**src/rtl/fm_pkg.sv**
```systemverilog
package fm_pkg;
   typedef enum logic [1:0] {
      MD_OFF   = 2'b00,
      MD_FREQ  = 2'b01,
      MD_RSVD  = 2'b10,
      MD_TIMER = 2'b11
   } mode_e;

   typedef enum logic [1:0] {
      WS_IDLE = 2'd0,
      WS_ARM  = 2'd1,
      WS_RUN  = 2'd2
   } wstate_e;

   localparam int unsigned MAX_CH = 8;
   localparam int unsigned MAX_GRP = 8;
   localparam logic [3:0] W_CTRL = 4'd0;
   localparam logic [3:0] W_CSEL = 4'd1;
   localparam logic [3:0] W_RUNT = 4'd2;
   localparam logic [3:0] W_MODE = 4'd3;
   localparam logic [3:0] W_CNT0 = 4'd4;
endpackage

```
**src/rtl/fm_sync.sv**
```systemverilog
module fm_sync #(
   parameter int unsigned W = 1
) (
   input  logic         clk_i,
   input  logic         rst_ni,
   input  logic [W-1:0] raw_i,
   output logic [W-1:0] lvl_o,
   output logic [W-1:0] rise_o
);
   generate
      if (W < 1) begin : g_bad_w
         $error("fm_sync: W must be at least 1");
      end
   endgenerate

   logic [W-1:0] meta_q, sync_q, prev_q;

   always_ff @(posedge clk_i or negedge rst_ni) begin
      if (!rst_ni) begin
         meta_q <= '0;
         sync_q <= '0;
         prev_q <= '0;
      end else begin
         meta_q <= raw_i;
         sync_q <= meta_q;
         prev_q <= sync_q;
      end
   end

   assign lvl_o  = sync_q;
   assign rise_o = sync_q & ~prev_q;
endmodule

```
**src/rtl/fm_window.sv**
```systemverilog
module fm_window
   import fm_pkg::*;
#(
   parameter int unsigned RUN_W = 24
) (
   input  logic             clk_i,
   input  logic             rst_ni,
   input  logic             start_i,
   input  logic             stop_i,
   input  logic [RUN_W-1:0] runtime_i,
   input  logic             tick_i,
   output logic             busy_o,
   output logic             run_o,
   output logic             clr_o
);
   wstate_e          state_q;
   logic [RUN_W-1:0] remain_q;

   assign busy_o = (state_q != WS_IDLE);
   assign run_o  = (state_q == WS_RUN);
   assign clr_o  = start_i && (state_q == WS_IDLE);

   always_ff @(posedge clk_i or negedge rst_ni) begin
      if (!rst_ni) begin
         state_q  <= WS_IDLE;
         remain_q <= '0;
      end else begin
         case (state_q)
            WS_IDLE: begin
               if (start_i && (runtime_i != '0)) state_q <= WS_ARM;
            end
            WS_ARM: begin
               if (stop_i) begin
                  state_q <= WS_IDLE;
               end else if (tick_i) begin
                  remain_q <= runtime_i;
                  state_q  <= WS_RUN;
               end
            end
            WS_RUN: begin
               if (stop_i) begin
                  state_q <= WS_IDLE;
               end else if (tick_i) begin
                  if (remain_q == RUN_W'(1)) state_q <= WS_IDLE;
                  else remain_q <= remain_q - 1'b1;
               end
            end
            default: state_q <= WS_IDLE;
         endcase
      end
   end

   // an accepted start with a non-zero window raises busy
   a_r3_start_busy: assert property (@(posedge clk_i) disable iff (!rst_ni)
      (start_i && !busy_o && runtime_i != '0) |=> busy_o);
   // busy holds while neither a stop nor a reference edge arrives
   a_r3_busy_sticky: assert property (@(posedge clk_i) disable iff (!rst_ni)
      (busy_o && !stop_i && !tick_i) |=> busy_o);
   // a zero-length window never raises busy
   a_r10_zero_window: assert property (@(posedge clk_i) disable iff (!rst_ni)
      (start_i && !busy_o && runtime_i == '0) |=> !busy_o);
   // a stop ends the measurement on the next edge
   a_r9_stop_ends: assert property (@(posedge clk_i) disable iff (!rst_ni)
      (busy_o && stop_i) |=> !busy_o);
   // the remaining-edge count stays within the programmed window
   a_r4_remain_bound: assert property (@(posedge clk_i) disable iff (!rst_ni)
      run_o |-> (remain_q != '0 && remain_q <= runtime_i));
endmodule

```
**src/rtl/fm_channel.sv**
```systemverilog
module fm_channel
   import fm_pkg::*;
#(
   parameter int unsigned CNT_W = 32
) (
   input  logic             clk_i,
   input  logic             rst_ni,
   input  logic             clr_i,
   input  logic             run_i,
   input  mode_e            mode_i,
   input  logic             edge_i,
   input  logic             tick_i,
   output logic [CNT_W-1:0] cnt_o
);
   localparam logic [CNT_W-1:0] CNT_MAX = '1;

   logic frozen_q;
   logic at_max;

   assign at_max = (cnt_o == CNT_MAX);

   always_ff @(posedge clk_i or negedge rst_ni) begin
      if (!rst_ni) begin
         cnt_o    <= '0;
         frozen_q <= 1'b0;
      end else if (clr_i) begin
         cnt_o    <= '0;
         frozen_q <= 1'b0;
      end else if (run_i) begin
         case (mode_i)
            MD_FREQ: begin
               if (edge_i && !at_max) cnt_o <= cnt_o + 1'b1;
            end
            MD_TIMER: begin
               if (!frozen_q) begin
                  if (edge_i) frozen_q <= 1'b1;
                  else if (tick_i && !at_max) cnt_o <= cnt_o + 1'b1;
               end
            end
            default: ;
         endcase
      end
   end

   // a saturated counter stays saturated until cleared
   a_r11_saturate: assert property (@(posedge clk_i) disable iff (!rst_ni)
      (at_max && !clr_i) |=> (cnt_o == CNT_MAX));
   // off and reserved channels never move away from their value
   a_r6_idle_hold: assert property (@(posedge clk_i) disable iff (!rst_ni)
      (!clr_i && (mode_i == MD_OFF || mode_i == MD_RSVD)) |=> $stable(cnt_o));
   // a timer channel is frozen after its first input edge
   a_r8_frozen_hold: assert property (@(posedge clk_i) disable iff (!rst_ni)
      (!clr_i && frozen_q) |=> $stable(cnt_o));
   // a start clears the count
   a_r12_clear: assert property (@(posedge clk_i) disable iff (!rst_ni)
      clr_i |=> (cnt_o == '0));
   // counts advance by at most one per cycle
   a_r7_single_step: assert property (@(posedge clk_i) disable iff (!rst_ni)
      !clr_i |=> (cnt_o == $past(cnt_o) || cnt_o == $past(cnt_o) + 1'b1));
endmodule

```
**src/rtl/clk_freq_meter.sv**
```systemverilog
module clk_freq_meter
   import fm_pkg::*;
#(
   parameter int unsigned N_CH  = 8,
   parameter int unsigned N_GRP = 2,
   parameter int unsigned CNT_W = 32,
   parameter int unsigned RUN_W = 24
) (
   input  logic                   clk_i,
   input  logic                   rst_ni,
   input  logic                   bus_en_i,
   input  logic                   bus_we_i,
   input  logic [3:0]             bus_addr_i,
   input  logic [31:0]            bus_wdata_i,
   output logic [31:0]            bus_rdata_o,
   input  logic [N_GRP*N_CH-1:0]  chan_clk_i,
   input  logic                   ref_a_i,
   input  logic                   ref_b_i,
   input  logic                   fast_clk_i,
   output logic                   mon_o
);
   localparam int unsigned MODE_W = 2 * N_CH;
   localparam int unsigned SYNC_W = N_CH + 3;
   localparam int unsigned IX_REFA = N_CH;
   localparam int unsigned IX_REFB = N_CH + 1;
   localparam int unsigned IX_FAST = N_CH + 2;

   generate
      if (N_CH < 1 || N_CH > MAX_CH) begin : g_bad_ch
         $error("clk_freq_meter: N_CH must be 1..8");
      end
      if (N_GRP < 1 || N_GRP > MAX_GRP) begin : g_bad_grp
         $error("clk_freq_meter: N_GRP must be 1..8");
      end
      if (CNT_W < 1 || CNT_W > 32) begin : g_bad_cnt
         $error("clk_freq_meter: CNT_W must be 1..32");
      end
      if (RUN_W < 1 || RUN_W > 32) begin : g_bad_run
         $error("clk_freq_meter: RUN_W must be 1..32");
      end
   endgenerate

   // register state
   logic [2:0]        grp_sel_q;
   logic              ref_sel_q;
   logic              fast_sel_q;
   logic [2:0]        mon_sel_q;
   logic              mon_en_q;
   logic [RUN_W-1:0]  runtime_q;
   logic [MODE_W-1:0] mode_q;

   logic busy, run, clr;
   logic wr, start_p, stop_p;

   assign wr      = bus_en_i && bus_we_i;
   assign stop_p  = wr && (bus_addr_i == W_CTRL) && bus_wdata_i[1];
   assign start_p = wr && (bus_addr_i == W_CTRL) && bus_wdata_i[0] && !bus_wdata_i[1] && !busy;

   always_ff @(posedge clk_i or negedge rst_ni) begin
      if (!rst_ni) begin
         grp_sel_q  <= '0;
         ref_sel_q  <= 1'b0;
         fast_sel_q <= 1'b0;
         mon_sel_q  <= '0;
         mon_en_q   <= 1'b0;
         runtime_q  <= '0;
         mode_q     <= '0;
      end else if (wr) begin
         if (bus_addr_i == W_CSEL) begin
            grp_sel_q  <= bus_wdata_i[2:0];
            ref_sel_q  <= bus_wdata_i[4];
            fast_sel_q <= bus_wdata_i[5];
            mon_sel_q  <= bus_wdata_i[10:8];
            mon_en_q   <= bus_wdata_i[11];
         end
         if (bus_addr_i == W_RUNT && !busy) runtime_q <= bus_wdata_i[RUN_W-1:0];
         if (bus_addr_i == W_MODE && !busy) mode_q    <= bus_wdata_i[MODE_W-1:0];
      end
   end

   // input group multiplexer
   logic [N_CH-1:0] raw_ch;
   always_comb begin
      raw_ch = '0;
      for (int g = 0; g < N_GRP; g++) begin
         if (grp_sel_q == 3'(g)) raw_ch = chan_clk_i[g*N_CH +: N_CH];
      end
   end

   logic [SYNC_W-1:0] lvl, rise;

   fm_sync #(.W(SYNC_W)) u_sync (
      .clk_i  (clk_i),
      .rst_ni (rst_ni),
      .raw_i  ({fast_clk_i, ref_b_i, ref_a_i, raw_ch}),
      .lvl_o  (lvl),
      .rise_o (rise)
   );

   logic ref_tick, time_tick;
   assign ref_tick  = ref_sel_q  ? rise[IX_REFB] : rise[IX_REFA];
   assign time_tick = fast_sel_q ? rise[IX_FAST] : ref_tick;

   fm_window #(.RUN_W(RUN_W)) u_window (
      .clk_i     (clk_i),
      .rst_ni    (rst_ni),
      .start_i   (start_p),
      .stop_i    (stop_p),
      .runtime_i (runtime_q),
      .tick_i    (ref_tick),
      .busy_o    (busy),
      .run_o     (run),
      .clr_o     (clr)
   );

   logic [CNT_W-1:0] cnt [N_CH];

   generate
      for (genvar i = 0; i < N_CH; i++) begin : g_ch
         fm_channel #(.CNT_W(CNT_W)) u_ch (
            .clk_i  (clk_i),
            .rst_ni (rst_ni),
            .clr_i  (clr),
            .run_i  (run),
            .mode_i (mode_e'(mode_q[2*i +: 2])),
            .edge_i (rise[i]),
            .tick_i (time_tick),
            .cnt_o  (cnt[i])
         );
      end
   endgenerate

   // monitor output
   always_comb begin
      mon_o = 1'b0;
      for (int i = 0; i < N_CH; i++) begin
         if (mon_en_q && mon_sel_q == 3'(i)) mon_o = lvl[i];
      end
   end

   // read multiplexer
   always_comb begin
      bus_rdata_o = '0;
      case (bus_addr_i)
         W_CTRL: bus_rdata_o[0] = busy;
         W_CSEL: begin
            bus_rdata_o[2:0]  = grp_sel_q;
            bus_rdata_o[4]    = ref_sel_q;
            bus_rdata_o[5]    = fast_sel_q;
            bus_rdata_o[10:8] = mon_sel_q;
            bus_rdata_o[11]   = mon_en_q;
         end
         W_RUNT: bus_rdata_o[RUN_W-1:0]  = runtime_q;
         W_MODE: bus_rdata_o[MODE_W-1:0] = mode_q;
         default: begin
            for (int i = 0; i < N_CH; i++) begin
               if (bus_addr_i == W_CNT0 + 4'(i)) bus_rdata_o[CNT_W-1:0] = cnt[i];
            end
         end
      endcase
   end

   logic unused_bits;
   assign unused_bits = ^{bus_wdata_i, lvl[SYNC_W-1:N_CH]};

   // the programmed window length cannot change during a measurement
   a_r3_runtime_frozen: assert property (@(posedge clk_i) disable iff (!rst_ni)
      busy |=> $stable(runtime_q));
   // the mode register cannot change during a measurement
   a_r3_mode_frozen: assert property (@(posedge clk_i) disable iff (!rst_ni)
      busy |=> $stable(mode_q));
endmodule

```
**config.mk**
```make
export PLATFORM = sky130hd
export DESIGN_NAME = clk_freq_meter
export DESIGN_NICKNAME = d
export VERILOG_FILES = /design/src/rtl/fm_pkg.sv /design/src/rtl/fm_sync.sv /design/src/rtl/fm_window.sv /design/src/rtl/fm_channel.sv /design/src/rtl/clk_freq_meter.sv
export SDC_FILE = /design/constraint.sdc
export NUM_CORES = 1
export LEC_CHECK = 0
export BUFFER_PORTS_ARGS = -buffer_cell sky130_fd_sc_hd__buf_4
export CAP_MARGIN = 20
export CORE_MARGIN = 4
export CORE_UTILIZATION = 30
export CTS_CLUSTER_DIAMETER = 30
export DETAILED_ROUTE_END_ITERATION = 12
export GPL_ROUTABILITY_DRIVEN = 0
export HOLD_SLACK_MARGIN = 0.03
export SLEW_MARGIN = 20
export SYNTH_ARGS = -nofsm -noshare
export SYNTH_HDL_FRONTEND = slang
export SYNTH_SLANG_ARGS = --single-unit
```
**constraint.sdc**
```tcl
create_clock -name clk_i -period 3.72 [get_ports clk_i]
set_input_delay 0.558 -clock clk_i [delete_from_list [all_inputs] [get_ports clk_i]]
set_output_delay 0.558 -clock clk_i [all_outputs]
set_load 0.01 [all_outputs]
```
-- Yosys cells after proc, flatten, opt, wreduce, memory -nomap -nowiden
Cells that the tools add are included.
Widths: inputs -> output; s select.
- $add $sub $neg: 9
- muxes and demuxes: 138
- bitwise gates (word level): 2
- eq/ne operators: 87
- reductions and logical operators: 92
- operator list (operator ; count):
    $mux 32 ; 56
    $pmux 32 s2 ; 8
    $add 32x1->32 const B ; 8
    $eq 32x32->1 const B ; 8
    $mux 24 ; 5
    $ne 3x3->1 const B ; 19
    $reduce_and 6->1 ; 9
    $mux 1 ; 50
    $ne 3x2->1 const B ; 16
    $pmux 24 s2 ; 1
    $logic_and 1x1->1 ; 34
    $eq 24x1->1 const B ; 1
    $mux 8 ; 3
    $reduce_bool 24->1 ; 1
    $reduce_bool 3->1 ; 8
    $sub 24x1->24 const B ; 1
    $reduce_and 2->1 ; 11
    $reduce_bool 2->1 ; 11
    $eq 2x1->1 const B ; 9
    $eq 2x2->1 const B ; 9
    $eq 4x3->1 const B ; 4
    $eq 4x4->1 const B ; 4
    $pmux 2 s4 ; 2
    $pmux 4 s4 ; 1
    22 further kinds ; 49
- register bits: 372
- logic and storage cells: 356

-- Logic depth before layout (Yosys ltp)
Gate-level depths: netlist of the first run.
- depth after elaboration: 11
- gate-level depth with buffers: 10
- depth with buffers taken out: 7

-- By module
Synthesis of the first run repeated with hierarchy kept, for this count alone.
- cells, all modules: 2445
- area, all modules: 22633.0 sq um
- by module, submodules not included (module ; cells an instance ; area each (sq um) ; times used ; sequential area each (sq um)):
    fm_channel ; 202 ; 1846.8 ; 8 ; 825.8
    clk_freq_meter ; 571 ; 5121.2 ; 1 ; 1226.2
    fm_window ; 214 ; 1760.4 ; 1 ; 650.6
    fm_sync ; 44 ; 977.2 ; 1 ; 825.8

-- Worst setup path before layout of the first run
No wires, ideal clock.
- kind: input to output
- start: input bus_addr_i[0]
- end: output bus_rdata_o[12]
- data arrival time: 2522 ps
- setup slack: 640 ps
- cell stages on the path: 9
- required time: 3162 ps
- cell sequence: buf_2 -> buf_1 -> buf_1 -> buf_2 -> buf_1 -> mux2i_1 -> nor2_1 -> a21oi_1 -> nand4_1
- word-level cells in the longest chain between the ends: 10
- elaborated cells between the ends (all ways): 22
- classes of those cells: eq/ne (11); mux (9); reduce/logical (2)
- ends and longest elaborated chain (item ; RTL line ; source):
    start: declaration ; clk_freq_meter.sv:13 ; input logic [3:0] bus_addr_i,
    $eq 4x3->1 ; clk_freq_meter.sv:157 ; if (bus_addr_i == W_CNT0 + 4'(i)) bus_rdata_o[CNT_W-1:0] = cnt[i];
    $mux 32 (8 in a row) ; clk_freq_meter.sv:157 ;
    $pmux 4 s3 (*) ; clk_freq_meter.sv:144 ; case (bus_addr_i)
    end: declaration ; clk_freq_meter.sv:15 ; output logic [31:0] bus_rdata_o,
Mark *: on every way between the ends. The rest lies on a longest branch, timed or not.

-- Worst setup path in the final report of the first run
- start: input bus_addr_i[1]
- end: output bus_rdata_o[1]
- word-level cells in the longest chain between the ends: 10
- elaborated cells between the ends (all ways): 21
- classes of those cells: eq/ne (11); mux (9); reduce/logical (1)
- ends and longest elaborated chain (item ; RTL line):
    $eq 4x3->1 ; clk_freq_meter.sv:157
    $mux 32 (8 in a row) ; clk_freq_meter.sv:157
    $pmux 2 s4 (*) ; clk_freq_meter.sv:144
Marks and branches as above.

==> results_dict.tcl, run 1 <==
set metrics [dict create \
    outcome "completed" \
    core_sq_mm 0.0700 \
    end_kind "output port" \
    ys_types 79 \
    antenna_found_initial 0 \
    clkTransAtPathRegs_ns 0.04 \
    finalClockSkew_ns 0.0210 \
    ctsHtreeMaxLevel 3 \
    finalCriticalPeriod_ns 3.52 \
    hp-class "in -> reg" \
    n_antenna_cell 0 \
    drt_iter0_markers 2236 \
    grt_pass1_wl_mm 111 \
    grt_overflow 0 \
    die_h_um 274 \
    netlist_instances 2315 \
    synth_top_family_by_area "simple AND/OR/NAND/NOR gates" \
    cp_data_arrival_time_ns 2.96 \
    grt_max_degree 109 \
    path_class "in -> out" \
    start_util_pct 30.3 \
    synth_mux_area_share_pct 6.47 \
    clock_sinks 372 \
    hpwl_mm 51.2 \
    cp_num_buf_inv 3 \
    fin_nets 2512 \
    die_width_um 274 \
    start_kind "input port" \
    post-cts-setup-buffers 0 \
    cts_buffers 96 \
    dpl_cell_area_sq_mm 0.0232 \
    via_per_inst 5.59 \
    ys_seq_area_share_pct 43.9 \
    cts_tree "yes" \
    die_area_sq_mm 0.0750 \
    slew_headroom_pct 33.3 \
    firstDrtPassIters 6 \
    synth_edf_count 0 \
    fmax_mhz 284 \
    hold_buffers 4 \
    cp_top_family "simple AND/OR/NAND/NOR gates" \
    ir_worst_vdd_uv 356 \
    drive_gt1_share_pct 16.2 \
    rsz0062_at_grt "no" \
    synthXorXnorAreaFrac_pct 7.93 \
    crit_path_top_delay_cell "nor2_1" \
    ctsResizeCount 0 \
    dp.cells 3281 \
    synth_top_flop_cell "dfrtp_1" \
    ios 92 \
    synth_warnings 0 \
    syn-num-nets 2384 \
    leakage_nw 10.8 \
    drv_slew 0 \
    setup_viol 0 \
    port_buffers 83 \
    p_total_w 0.0157 \
    num_vias 19400 \
    finalHoldViolations 0 \
    cap_violations 0 \
    required_ns 3.16 \
    drc 0 \
    finalWirelength_mm 71.3 \
    worst_pin_slew_ns 0.992 \
    synth_compound_area_share_pct 11.5 \
    setup_tns_ns 0 \
    routedWlPerCell_um 20.6 \
    globalRouteTotalUtil_pct 18.8 \
    worst_path_most_repeated_cell "buf_4" \
    clk_latency_ns 0.64 \
    stdcell_count 3461 \
    critical_path.max_fanout 18 \
    power.density_mw_per_mm2 589 \
    async_flop_share_pct 100 \
    synth_area_per_cell_sq_um 9.16 \
    synth_fa_ha_area_share_pct 0.590 \
    slowest_delay_ns 0.71 \
    cts_buffer_depth 3 \
    yosys.area_share.simple_pct 26.7 \
    grt_pass1_vias 18900 \
    row_count 97 \
    critical_path.cell_chain "buf_4 > buf_4 > nand2b_1 > nor2_1 > a21oi_1 > nand2_1 > a21oi_1 > o221ai_1 > buf_4" \
    final_cell_area_sq_mm 0.0266 \
    ant_nets 0 \
    synthesis.area_sq_mm 0.0212 \
    period_share_pct 94.5 \
    timing.hold.ws_ns 0.158 \
    root_buffer "clkbuf_16" \
    syn_to_final_growth_pct 25.3 \
    ys_seq_elements 372 \
]
-- cell type report --
class	instances	area [sq um]
repair buffers	156	1280
inverters	32	120
clock buffers	129	2690
multi-input cells	1785	11300
fillers	6850	43500
well taps	940	1180
clock inverters	47	673
flip-flops and latches	372	9310
-- per-layer routing --
metal | vias to the layer above | part of all wire [%] | global-route usage (%)
li1 | 8806 | - | -
met1 | 9571 | 43 | 25.9
met2 | 819 | 45 | 29.1
met3 | 155 | 8.4 | 3.86
met4 | 0 | 3.6 | 7.20
met5 | - | 0 | 0
-- kinds of logic after synthesis --
logic type               after synthesis
buffers and inverters                158
flip-flops                           372
multiplexers                         123
AND/OR/NAND/NOR                     1099
XOR/XNOR                             192
adder cells (fa/ha/maj)               10
AO/OA/AOI/OAI                        361
-- Yosys cell counts (47+ instances only) --
cell type  count  area [sq um]
nand3_1      117           586
nor2_1       311          1170
o21ai_0       87           435
nor3_1        80           400
clkbuf_1     109           409
nand2_1      173           649
a22oi_1       47           353
mux2_2        62           698
a21oi_1       89           445
nor4_1        80           500
nand4_1       95           594
dfrtp_1      372          9310
mux2i_1       56           561
xnor2_1      122          1070
xor2_1        70           613
-- where the power goes --
group | internal (W) | total, W | switching (W)
sequential | 0.00449 | 0.00511 | 0.000617
clock | 0.00599 | 0.00856 | 0.00257
combinational | 0.000822 | 0.00199 | 0.00117
-- sequential cells by signal, summed over array words and instances (netlist names) --
register / cells
u_sync.lvl_o: 11
u_sync.meta_q: 11
u_window.remain_q: 24
runtime_q: 24
u_sync.prev_q: 11
mon_en_q: 1
fast_sel_q: 1
g_ch.u_ch.frozen_q: 8
mon_sel_q: 3
g_ch.u_ch.cnt_o: 256
grp_sel_q: 3
ref_sel_q: 1
mode_q: 16
u_window.state_q: 2
-- cells in the final DEF (no fill, tap or decap), drive strengths merged, types with 10 or more instances in the layout --
| cell type | n |
|---|---|
| a21oi | 89 |
| a222oi | 12 |
| a22oi | 47 |
| and2 | 16 |
| and3 | 39 |
| and4 | 37 |
| buf | 152 |
| bufinv | 14 |
| clkbuf | 129 |
| clkinv | 22 |
| dfrtp | 372 |
| ha | 10 |
| inv | 38 |
| mux2 | 62 |
| mux2i | 56 |
| nand2 | 173 |
| nand2b | 25 |
| nand3 | 117 |
| nand4 | 95 |
| nor2 | 311 |
| nor2b | 15 |
| nor3 | 81 |
| nor3b | 11 |
| nor4 | 80 |
| nor4b | 16 |
| o21ai | 89 |
| or3 | 39 |
| xnor2 | 122 |
| xor2 | 70 |
-- metrics by stage --
stage | setup slack (ns) | utilization (%)
3_5_place_dp | 0.341 | 33.1
6_report | 0.204 | 37.9
5_1_grt | 0.155 | 37.9
4_1_cts | 0.338 | 37.9
2_1_floorplan | 0.640 | -
3_3_place_gp | 0.438 | 33.1
-- path summary, 6_finish.rpt --
path	from	endpoint	slack (ns)	cells after the start
max reg2reg	ref_sel_q$_DFFE_PN0P_	g_ch[4].u_ch.cnt_o[27]$_DFFE_PN0P_	0.57	6
min in group asynchronous	rst_ni	g_ch[1].u_ch.cnt_o[25]$_DFFE_PN0P_	0.53	2
max in group asynchronous	rst_ni	u_window.remain_q[3]$_DFFE_PN0P_	2.26	3
min reg2reg	u_sync.meta_q[2]$_DFF_PN0_	u_sync.lvl_o[2]$_DFF_PN0_	0.33	0
max	bus_addr_i[1]	bus_rdata_o[1]	0.20	9
min	bus_wdata_i[16]	runtime_q[16]$_DFFE_PN0P_	0.16	2
No activity file was read; power rests on OpenSTA's default activity.
==> run 2, diff against run 1 <==
--- a/config.mk
+++ b/config.mk
@@ -5,7 +5,7 @@
 export SDC_FILE = /design/constraint.sdc
 export NUM_CORES = 1
 export LEC_CHECK = 0
-export BUFFER_PORTS_ARGS = -buffer_cell sky130_fd_sc_hd__buf_4
+export BUFFER_PORTS_ARGS = -buffer_cell sky130_fd_sc_hd__clkbuf_2
 export CAP_MARGIN = 20
 export CORE_MARGIN = 4
 export CORE_UTILIZATION = 30
==> results_dict.tcl, run 2 (synthesis results as in run 1) <==
set metrics [dict create \
    intPower_w 0.0114 \
    cts_tree "yes" \
    final_common_cell "dfrtp_1" \
    critical_path.cell_chain "clkbuf_2 > nand2b_1 > nor2_1 > a221oi_1 > o21ai_0 > o21ai_0 > a21oi_1 > clkbuf_2" \
    drt_iter0_markers 2147 \
    routedWlPerCell_um 20.3 \
    final_cell_area_sq_mm 0.0265 \
    cts_buffer_depth 3 \
    path_class "in -> out" \
    highest_layer "met4" \
    met3_length_mm 5.82 \
    drive_gt1_share_pct 16.5 \
    ir_worst_vdd_uv 504 \
    syn_to_final_growth_pct 24.9 \
    largest_register_ffs 256 \
    setup_viol 0 \
    cap_violations 0 \
    die_h_um 274 \
    hp-class "in -> reg" \
    worst_pin_slew_ns 0.870 \
    ctsHtreeMaxLevel 3 \
    combinationalPowerShare_pct 12.3 \
    cp_top_family "simple AND/OR/NAND/NOR gates" \
    clkTransAtPathRegs_ns 0.04 \
    outcome "completed" \
    finalWirelength_mm 70.2 \
    grt_overflow 0 \
    drv_slew 0 \
    antenna_found_initial 0 \
    pre_cts_slack_ns 0.329 \
    n_antenna_cell 0 \
    finalHoldViolations 0 \
    cp_num_buf_inv 2 \
    die_width_um 274 \
    rsz0062_at_grt "no" \
    most-common-layout-cells "dfrtp_1, nor2_1, nand2_1, xnor2_1, nand3_1" \
    via_per_inst 5.50 \
    dpl_cell_area_sq_mm 0.0230 \
    ios 92 \
    required_ns 3.16 \
    path_depth 8 \
    hold_depth 1 \
    start_util_pct 30.3 \
    ctsResizeCount 0 \
    wl_met1_mm 31.7 \
    setup_tns_ns 0 \
    top_regs "g_ch.u_ch.cnt_o: 256 flops, runtime_q: 24 flops, u_window.remain_q: 24 flops" \
    grt_pass1_wl_mm 108 \
    cp_data_arrival_time_ns 2.82 \
    swShare_pct 27.0 \
    globalRouteTotalUtil_pct 18.5 \
    end_kind "output port" \
    drc 0 \
    root_buffer "clkbuf_16" \
    core_sq_mm 0.0700 \
    fin_nets 2515 \
    post-cts-setup-buffers 0 \
    p_switching_w 0.00423 \
    fmax_mhz 296 \
    start_kind "input port" \
    die_area_sq_mm 0.0750 \
    pwr-share-seq_pct 32.5 \
    slew_headroom_pct 41.4 \
    crit_start "bus_addr_i[3]" \
    slowest_delay_ns 0.59 \
    grt_pass1_vias 18100 \
    cts_buffers 94 \
    row_count 97 \
    largest_register "g_ch.u_ch.cnt_o" \
    ff2ff_path_depth 6 \
    period_share_pct 90.8 \
    finalCriticalPeriod_ns 3.38 \
    reg2reg_from "ref_sel_q$_DFFE_PN0P_" \
    setup_slack_ns 0.343 \
    num_vias 19000 \
    power.density_mw_per_mm2 592 \
    hpwl_mm 50.5 \
    leakage_nw 10.8 \
    port_buffers 83 \
    route.met2.wl_mm 30.7 \
    critical_path.max_fanout 13 \
    clk_latency_ns 0.62 \
    clock_sinks 372 \
    firstDrtPassIters 6 \
    grt_max_degree 78 \
    crit_path_top_delay_cell "nor2_1" \
    hold_path.startpoint "ref_a_i" \
    p_clk_share_pct 55.2 \
    ant_nets 0 \
    finalClockSkew_ns 0.0207 \
]
run 2: cell type report:
cell class                 count  area [sq um]
inverter                      32           120
timing repair buffer         161          1130
multi-input combinational   1785         11300
clock inverter                42           622
fill                        6936         43600
clock buffer                 130          2770
tap                          940          1180
sequential                   372          9310
run 2: power by group through the flow:
stage / clock (W) / combinational (W) / sequential [W]
2_1_floorplan: 0 / 0.00132 / 0.00488
5_1_grt: 0.00903 / 0.00213 / 0.00515
3_3_place_gp: 0 / 0.00188 / 0.00513
3_5_place_dp: 0 / 0.00190 / 0.00513
4_1_cts: 0.00878 / 0.00192 / 0.00508
6_report: 0.00865 / 0.00193 / 0.00510
run 2: layer usage:
layer / global-route usage (%) / vias to the layer above
met5: 0 / -
met4: 6.13 / 0
met3: 4.34 / 131
met2: 27.7 / 731
met1: 26.2 / 9347
li1: - / 8824
run 2: what timing repair did:
action                                  in CTS  in global routing
hold endpoints to repair                    72                  0
hold buffers                                 3                  0
endpoints found under the setup margin       0                  0
run 2: stage by stage:
step	std cells	utilization [%]	total power [W]	hold slack (ns)
global placement	3287	32.9	0.00701	0.331
CTS	3462	37.8	0.0158	0.0438
detailed placement	3287	32.9	0.00703	0.336
global route	3462	37.8	0.0163	0.0551
finish	3462	37.8	0.0157	0.0691
floorplan	2315	-	0.00619	0.262
run 2: final timing paths:
| check | to | slack [ns] |
|---|---|---|
| worst min register to register | u_sync.lvl_o[5]$_DFF_PN0_ | 0.34 |
| max in group asynchronous | g_ch[5].u_ch.cnt_o[10]$_DFFE_PN0P_ | 2.23 |
| min in group asynchronous | g_ch[1].u_ch.cnt_o[28]$_DFFE_PN0P_ | 0.56 |
| worst max register to register | g_ch[4].u_ch.cnt_o[21]$_DFFE_PN0P_ | 0.48 |
| worst max-delay path | bus_rdata_o[10] | 0.34 |
| worst min-delay path | u_sync.meta_q[8]$_DFF_PN0_ | 0.07 |
